File: src/rtl/tmr_icr_pkg.sv
`timescale 1ns/1ps
package tmr_icr_pkg;

    // number of interrupt status bits held by the slice
    localparam int unsigned NUM_IRQ = 7;

    // register byte offsets (decoded by the neighbouring bus fabric)
    localparam int unsigned OFF_ICR  = 32'h024;
    localparam int unsigned OFF_RLDA = 32'h028;
    localparam int unsigned OFF_RLDB = 32'h02C;

    // bit position in the clear register for each status index
    localparam int unsigned CLR_POS [NUM_IRQ] = '{0, 1, 2, 3, 8, 9, 10};

    // gather the clear-register bits into status-index order
    function automatic logic [NUM_IRQ-1:0] icr_to_irq(input logic [31:0] w);
        logic [NUM_IRQ-1:0] m;
        for (int k = 0; k < NUM_IRQ; k++) begin
            m[k] = w[CLR_POS[k]];
        end
        return m;
    endfunction

endpackage

File: src/rtl/tmr_irq_status.sv
`timescale 1ns/1ps
module tmr_irq_status #(
    parameter int NUM_IRQ = 7
) (
    input  logic               clk,
    input  logic               rst_n,
    input  logic [NUM_IRQ-1:0] set_i,
    input  logic [NUM_IRQ-1:0] clr_i,
    input  logic [NUM_IRQ-1:0] mask_i,
    output logic [NUM_IRQ-1:0] raw_o,
    output logic [NUM_IRQ-1:0] masked_o,
    output logic               any_o
);

    typedef struct packed {
        logic [NUM_IRQ-1:0] raw;
    } st_t;

    st_t st_d, st_q;

    // clear first, then set: a same-cycle event survives
    always_comb begin
        st_d     = st_q;
        st_d.raw = (st_q.raw & ~clr_i) | set_i;
    end

    always_ff @(posedge clk) begin
        if (!rst_n) begin
            st_q <= '0;
        end else begin
            st_q <= st_d;
        end
    end

    assign raw_o = st_q.raw;

    for (genvar g = 0; g < NUM_IRQ; g++) begin : g_mask
        assign masked_o[g] = st_q.raw[g] & mask_i[g];
    end

    assign any_o = |masked_o;

endmodule

File: src/rtl/tmr_reload_regs.sv
`timescale 1ns/1ps
module tmr_reload_regs #(
    parameter  int HALF_W = 16,
    localparam int DATA_W = 2 * HALF_W
) (
    input  logic              clk,
    input  logic              rst_n,
    input  logic              wide_i,
    input  logic              wr_a_i,
    input  logic              wr_b_i,
    input  logic [DATA_W-1:0] wdata_i,
    output logic [HALF_W-1:0] a_lo_o,
    output logic [HALF_W-1:0] b_o,
    output logic              ld_a_o,
    output logic              ld_b_o
);

    typedef struct packed {
        logic [HALF_W-1:0] a_lo;
        logic [HALF_W-1:0] b;
        logic              ld_a;
        logic              ld_b;
    } st_t;

    st_t st_d, st_q;

    always_comb begin
        st_d      = st_q;
        st_d.ld_a = 1'b0;
        st_d.ld_b = 1'b0;
        if (wr_a_i) begin
            st_d.a_lo = wdata_i[HALF_W-1:0];
            st_d.ld_a = 1'b1;
            if (wide_i) begin
                // joined mode: upper half of A is the B storage
                st_d.b    = wdata_i[DATA_W-1:HALF_W];
                st_d.ld_b = 1'b1;
            end
        end
        if (wr_b_i && !wide_i) begin
            st_d.b    = wdata_i[HALF_W-1:0];
            st_d.ld_b = 1'b1;
        end
    end

    always_ff @(posedge clk) begin
        if (!rst_n) begin
            st_q.a_lo <= '1;
            st_q.b    <= '1;
            st_q.ld_a <= 1'b0;
            st_q.ld_b <= 1'b0;
        end else begin
            st_q <= st_d;
        end
    end

    assign a_lo_o = st_q.a_lo;
    assign b_o    = st_q.b;
    assign ld_a_o = st_q.ld_a;
    assign ld_b_o = st_q.ld_b;

endmodule

File: src/rtl/tmr_intclr_reload.sv
`timescale 1ns/1ps
module tmr_intclr_reload
    import tmr_icr_pkg::*;
#(
    parameter  int ADDR_W = 12,
    parameter  int HALF_W = 16,
    localparam int DATA_W = 2 * HALF_W
) (
    input  logic               clk,
    input  logic               rst_n,
    input  logic               cfg_wide,
    input  logic               bus_we,
    input  logic [ADDR_W-1:0]  bus_addr,
    input  logic [DATA_W-1:0]  bus_wdata,
    output logic [DATA_W-1:0]  bus_rdata,
    input  logic [NUM_IRQ-1:0] evt_set,
    input  logic [NUM_IRQ-1:0] irq_mask,
    output logic [NUM_IRQ-1:0] irq_raw,
    output logic [NUM_IRQ-1:0] irq_masked,
    output logic               irq_out,
    output logic [DATA_W-1:0]  rld_a,
    output logic [HALF_W-1:0]  rld_b,
    output logic               ld_a_stb,
    output logic               ld_b_stb
);

    localparam logic [ADDR_W-1:0] A_ICR  = ADDR_W'(OFF_ICR);
    localparam logic [ADDR_W-1:0] A_RLDA = ADDR_W'(OFF_RLDA);
    localparam logic [ADDR_W-1:0] A_RLDB = ADDR_W'(OFF_RLDB);

    logic               hit_icr, hit_a, hit_b;
    logic [NUM_IRQ-1:0] clr_vec;
    logic [HALF_W-1:0]  a_lo, b_val;
    logic [DATA_W-1:0]  a_view, b_view;

    assign hit_icr = (bus_addr == A_ICR);
    assign hit_a   = (bus_addr == A_RLDA);
    assign hit_b   = (bus_addr == A_RLDB);

    assign clr_vec = (bus_we && hit_icr) ? icr_to_irq(32'(bus_wdata)) : '0;

    tmr_irq_status #(
        .NUM_IRQ (NUM_IRQ)
    ) u_status (
        .clk      (clk),
        .rst_n    (rst_n),
        .set_i    (evt_set),
        .clr_i    (clr_vec),
        .mask_i   (irq_mask),
        .raw_o    (irq_raw),
        .masked_o (irq_masked),
        .any_o    (irq_out)
    );

    tmr_reload_regs #(
        .HALF_W (HALF_W)
    ) u_reload (
        .clk     (clk),
        .rst_n   (rst_n),
        .wide_i  (cfg_wide),
        .wr_a_i  (bus_we && hit_a),
        .wr_b_i  (bus_we && hit_b),
        .wdata_i (bus_wdata),
        .a_lo_o  (a_lo),
        .b_o     (b_val),
        .ld_a_o  (ld_a_stb),
        .ld_b_o  (ld_b_stb)
    );

    // register views as the bus sees them
    assign a_view = cfg_wide ? {b_val, a_lo} : {{HALF_W{1'b0}}, a_lo};
    assign b_view = {{HALF_W{1'b0}}, b_val};

    always_comb begin
        bus_rdata = '0;
        if (hit_a) begin
            bus_rdata = a_view;
        end else if (hit_b) begin
            bus_rdata = b_view;
        end
    end

    assign rld_a = a_view;
    assign rld_b = b_val;

endmodule

File: config.mk
export PLATFORM = sky130hd
export DESIGN_NAME = tmr_intclr_reload
export DESIGN_NICKNAME = d
export VERILOG_FILES = /design/src/rtl/tmr_icr_pkg.sv /design/src/rtl/tmr_irq_status.sv /design/src/rtl/tmr_reload_regs.sv /design/src/rtl/tmr_intclr_reload.sv
export SDC_FILE = /design/constraint.sdc
export NUM_CORES = 1
export LEC_CHECK = 0
export ABC_AREA = 1
export CAP_MARGIN = 25
export CORE_ASPECT_RATIO = 2
export CORE_MARGIN = 1.5
export CORE_UTILIZATION = 35
export CTS_CLUSTER_SIZE = 14
export DETAILED_ROUTE_END_ITERATION = 6
export PLACE_DENSITY = 0.88
export SYNTH_ARGS = -nofsm -noshare
export SYNTH_HDL_FRONTEND = slang
export SYNTH_SLANG_ARGS = --single-unit
File: constraint.sdc
create_clock -name clk -period 3.5 [get_ports clk]
set_clock_uncertainty 0.05 [all_clocks]
set_input_delay 1.05 -clock clk [delete_from_list [all_inputs] [get_ports clk]]
set_output_delay 1.05 -clock clk [all_outputs]
set_load 0.01 [all_outputs]
==> results.json <==
{
  "dp_hpwl_microns": 6740,
  "tightestPinTransition_ps": 772,
  "cts_buffers": 5,
  "syn_to_final_growth_pct": 82.4,
  "dieArea_sq_um": 7550,
  "synth-compound-area-share_pct": 15.3,
  "antenna_cells": 0,
  "drv_slew": 0,
  "synthMuxAreaShare_pct": 0,
  "die_h_microns": 121,
  "rrSetupSlack_ps": 2680,
  "syn_avg_cell_area_sq_um": 6.70,
  "crit_buf_inv": 6,
  "antenna_found_initial": 0,
  "place_congestion": 0.848,
  "maxCapViolCount": 0,
  "synth-simple-area-share_pct": 35.1,
  "io_pins": 159,
  "max_stage_delay_ps": 240,
  "cp-start-kind": "input port",
  "io_buffers": 158,
  "fmax_ghz": 0.289,
  "ys_top_cells_by_area": "dfxtp_1 33%, nand2_1 9.5%, inv_1 9.3%",
  "clock_path_buffers": 2,
  "vias_per_cell": 5.09,
  "cts-root-buf": "clkbuf_16",
  "crit_path_end_kind": "output pin",
  "reg2reg_depth": 4,
  "die_w_microns": 62.2,
  "holdCritStartpoint": "u_status.raw_o[3]",
  "power_leakage_nw": 2.39,
  "yosysSeqAreaShare_pct": 33.5,
  "first_pass_iters": 4,
  "required_ps": 2400,
  "cts_sinks": 41,
  "start_util_pct": 35.9,
  "rows": 43,
  "clock_latency_ps": 280,
  "cts.clk_slew.worst_paths_ps": 60,
  "synth_adder_area_share_pct": 0,
  "cp_top_family": "buffers and inverters",
  "drc": 0,
  "cp_max_fo": 8,
  "drt_iter0_drc": 153,
  "fin_area_sq_um": 4470,
  "synth-xor-area-share_pct": 0,
  "grt_pass1_vias": 3103,
  "wl_per_cell_microns": 15.4,
  "syn_inst": 366,
  "hold-path-endpoint": "u_status.raw_o[3]",
  "setup_viol": 0,
  "synth_top_family_by_area": "simple AND/OR/NAND/NOR gates",
  "p_total_w": 0.00111,
  "core-area_sq_um": 6830,
  "synth_area_sq_um": 2450,
  "worst_ep_arrival_time_ps": 2360,
  "min_path_type": "flop to flop",
  "cp_cell_sequence": "dlygate4sd2_1 -> inv_1 -> nor2_2 -> nand2_2 -> nor2_8 -> nand2_4 -> inv_6 -> buf_6 -> buf_16 -> a22o_1 -> buf_2",
  "drive_gt1_share_pct": 15.6,
  "synthDistinctLibCells": 26,
  "peakVddDrop_v": 0.000154,
  "period_share_pct": 98.9,
  "worst-setup-path-type": "input port to output pin",
  "p_per_area_nw_per_um2": 249,
  "grt_overflow_total": 0,
  "synth_warnings": 0,
  "ant_nets": 0,
  "netlist.area_leader.share_pct": 33.5,
  "cts_tree": "done",
  "syn-num-nets": 428,
  "dpl_cell_area_sq_um": 4220,
  "whs_path_depth": 2,
  "hold_buffers": 0,
  "reg2reg_from": "u_reload.b_o[15]",
  "cp_slowest_cell": "dlygate4sd2_1",
  "htreeDepth": 2,
  "slew_headroom_pct": 48.5,
  "final_nets": 608,
  "vias": 3231,
  "grt_use_total_pct": 25.8,
  "reg2reg_to": "u_reload.b_o[15]",
  "grt_first_pass_wirelength_microns": 15300,
  "fin_crit_ps": 3460,
  "status": "finished clean",
  "ys_seq_elements": 41,
  "hold_viol": 0,
  "synth_top_cell_by_area": "dfxtp_1",
  "wl_microns": 9760,
  "grt_max_degree": 34
}
-- layer usage --
layer / wire length [microns] / GRT usage (%) / up-vias
li1: - / - / 1564
met1: 3500 / 27.4 / 1438
met2: 4950 / 46.7 / 201
met3: 867 / 5.38 / 28
met4: 444 / 14.4 / 0
met5: 0 / 0 / -
-- area by class of cell --
cell class                      count  area (sq um)
Inverter                           66           253
Tap cell                           90           113
Clock buffer                        5           125
Multi-Input combinational cell    234          1280
Sequential cell                    41           821
Fill cell                         615          2360
Clock inverter                      1          5.00
Timing Repair Buffer              198          1880
-- power breakdown --
group          total [W]  switching (W)  internal, W
combinational   0.000206      0.0000892     0.000117
sequential      0.000477     0.00000446     0.000473
clock           0.000430       0.000176     0.000255
total            0.00111       0.000269     0.000844
-- how the worst max path moves through the flow --
stage | to | cells after the start | startpoint
6_report | bus_rdata[2] | 11 | bus_addr[5]
3_5_place_dp | bus_rdata[11] | 8 | bus_addr[5]
5_1_grt | bus_rdata[2] | 9 | bus_addr[5]
4_1_cts | bus_rdata[2] | 10 | bus_addr[0]
3_3_place_gp | bus_rdata[11] | 8 | bus_addr[5]
2_1_floorplan | bus_rdata[0] | 7 | bus_addr[11]
-- cell usage after synthesis --
library cell / number
buf_2: 11
nor2_8: 1
dfxtp_1: 41
inv_1: 61
a21oi_1: 24
inv_2: 1
nand2_2: 4
nor4_1: 1
nor2_4: 2
nand3_1: 31
nand4_4: 1
clkbuf_1: 6
a22o_1: 16
nand2_4: 1
nand4_2: 1
buf_6: 5
nor2_1: 32
clkinv_1: 4
o21ai_1: 16
nand4_1: 30
buf_4: 1
nand3_2: 4
o21ai_0: 7
nand2_1: 62
buf_1: 2
nor3_1: 1
-- per-stage QoR --
step / hold slack (ps) / worst slack [ps] / setup TNS, ps / util [%] / cells
floorplan: 456 / 429 / 0 / - / 366
global placement: 423 / -463 / -13460 / 61.8 / 613
detailed placement: 437 / -535 / -14700 / 61.8 / 613
CTS: 445 / 33.7 / 0 / 65.7 / 635
global route: 459 / -21.1 / -23.6 / 65.5 / 635
finish: 443 / 40.0 / 0 / 65.5 / 635
-- worst min-delay path: stages (launching register included) --
cell and delay (ps):
dfxtp_1 320, o21ai_0 70, a21oi_1 60
-- logic make-up (layout without fill, tap and decap cells) --
kind of cell | after synthesis | count (layout)
simple gates | 171 | 171
compound gates | 63 | 63
buf+inv | 91 | 270
flops | 41 | 41
-- placed cells by master (no fill, tap or decap), types with 7 or more instances in the layout --
master / count
nand2_1: 62
nor2_1: 28
buf_2: 16
dlygate4sd2_1: 30
buf_6: 7
inv_1: 60
nand3_1: 30
dfxtp_1: 41
a21oi_1: 24
clkdlybuf4s50_1: 112
buf_4: 27
o21ai_1: 16
o21ai_0: 7
nand4_1: 30
a22o_1: 16
-- repair_timing --
action / CTS / global route
pin swaps: 12 / 9
resized for setup: 110 / 5
setup buffers: 13 / 2
setup endpoints to repair: 38 / 31
gates cloned: 3 / 0
-- state kept, by name, indices dropped and copies added (netlist names) --
signal / count
u_reload.a_lo_o: 16
u_reload.b_o: 16
u_reload.ld_a_o: 1
u_reload.ld_b_o: 1
u_status.raw_o: 7
(Power assumes the default switching activity.)
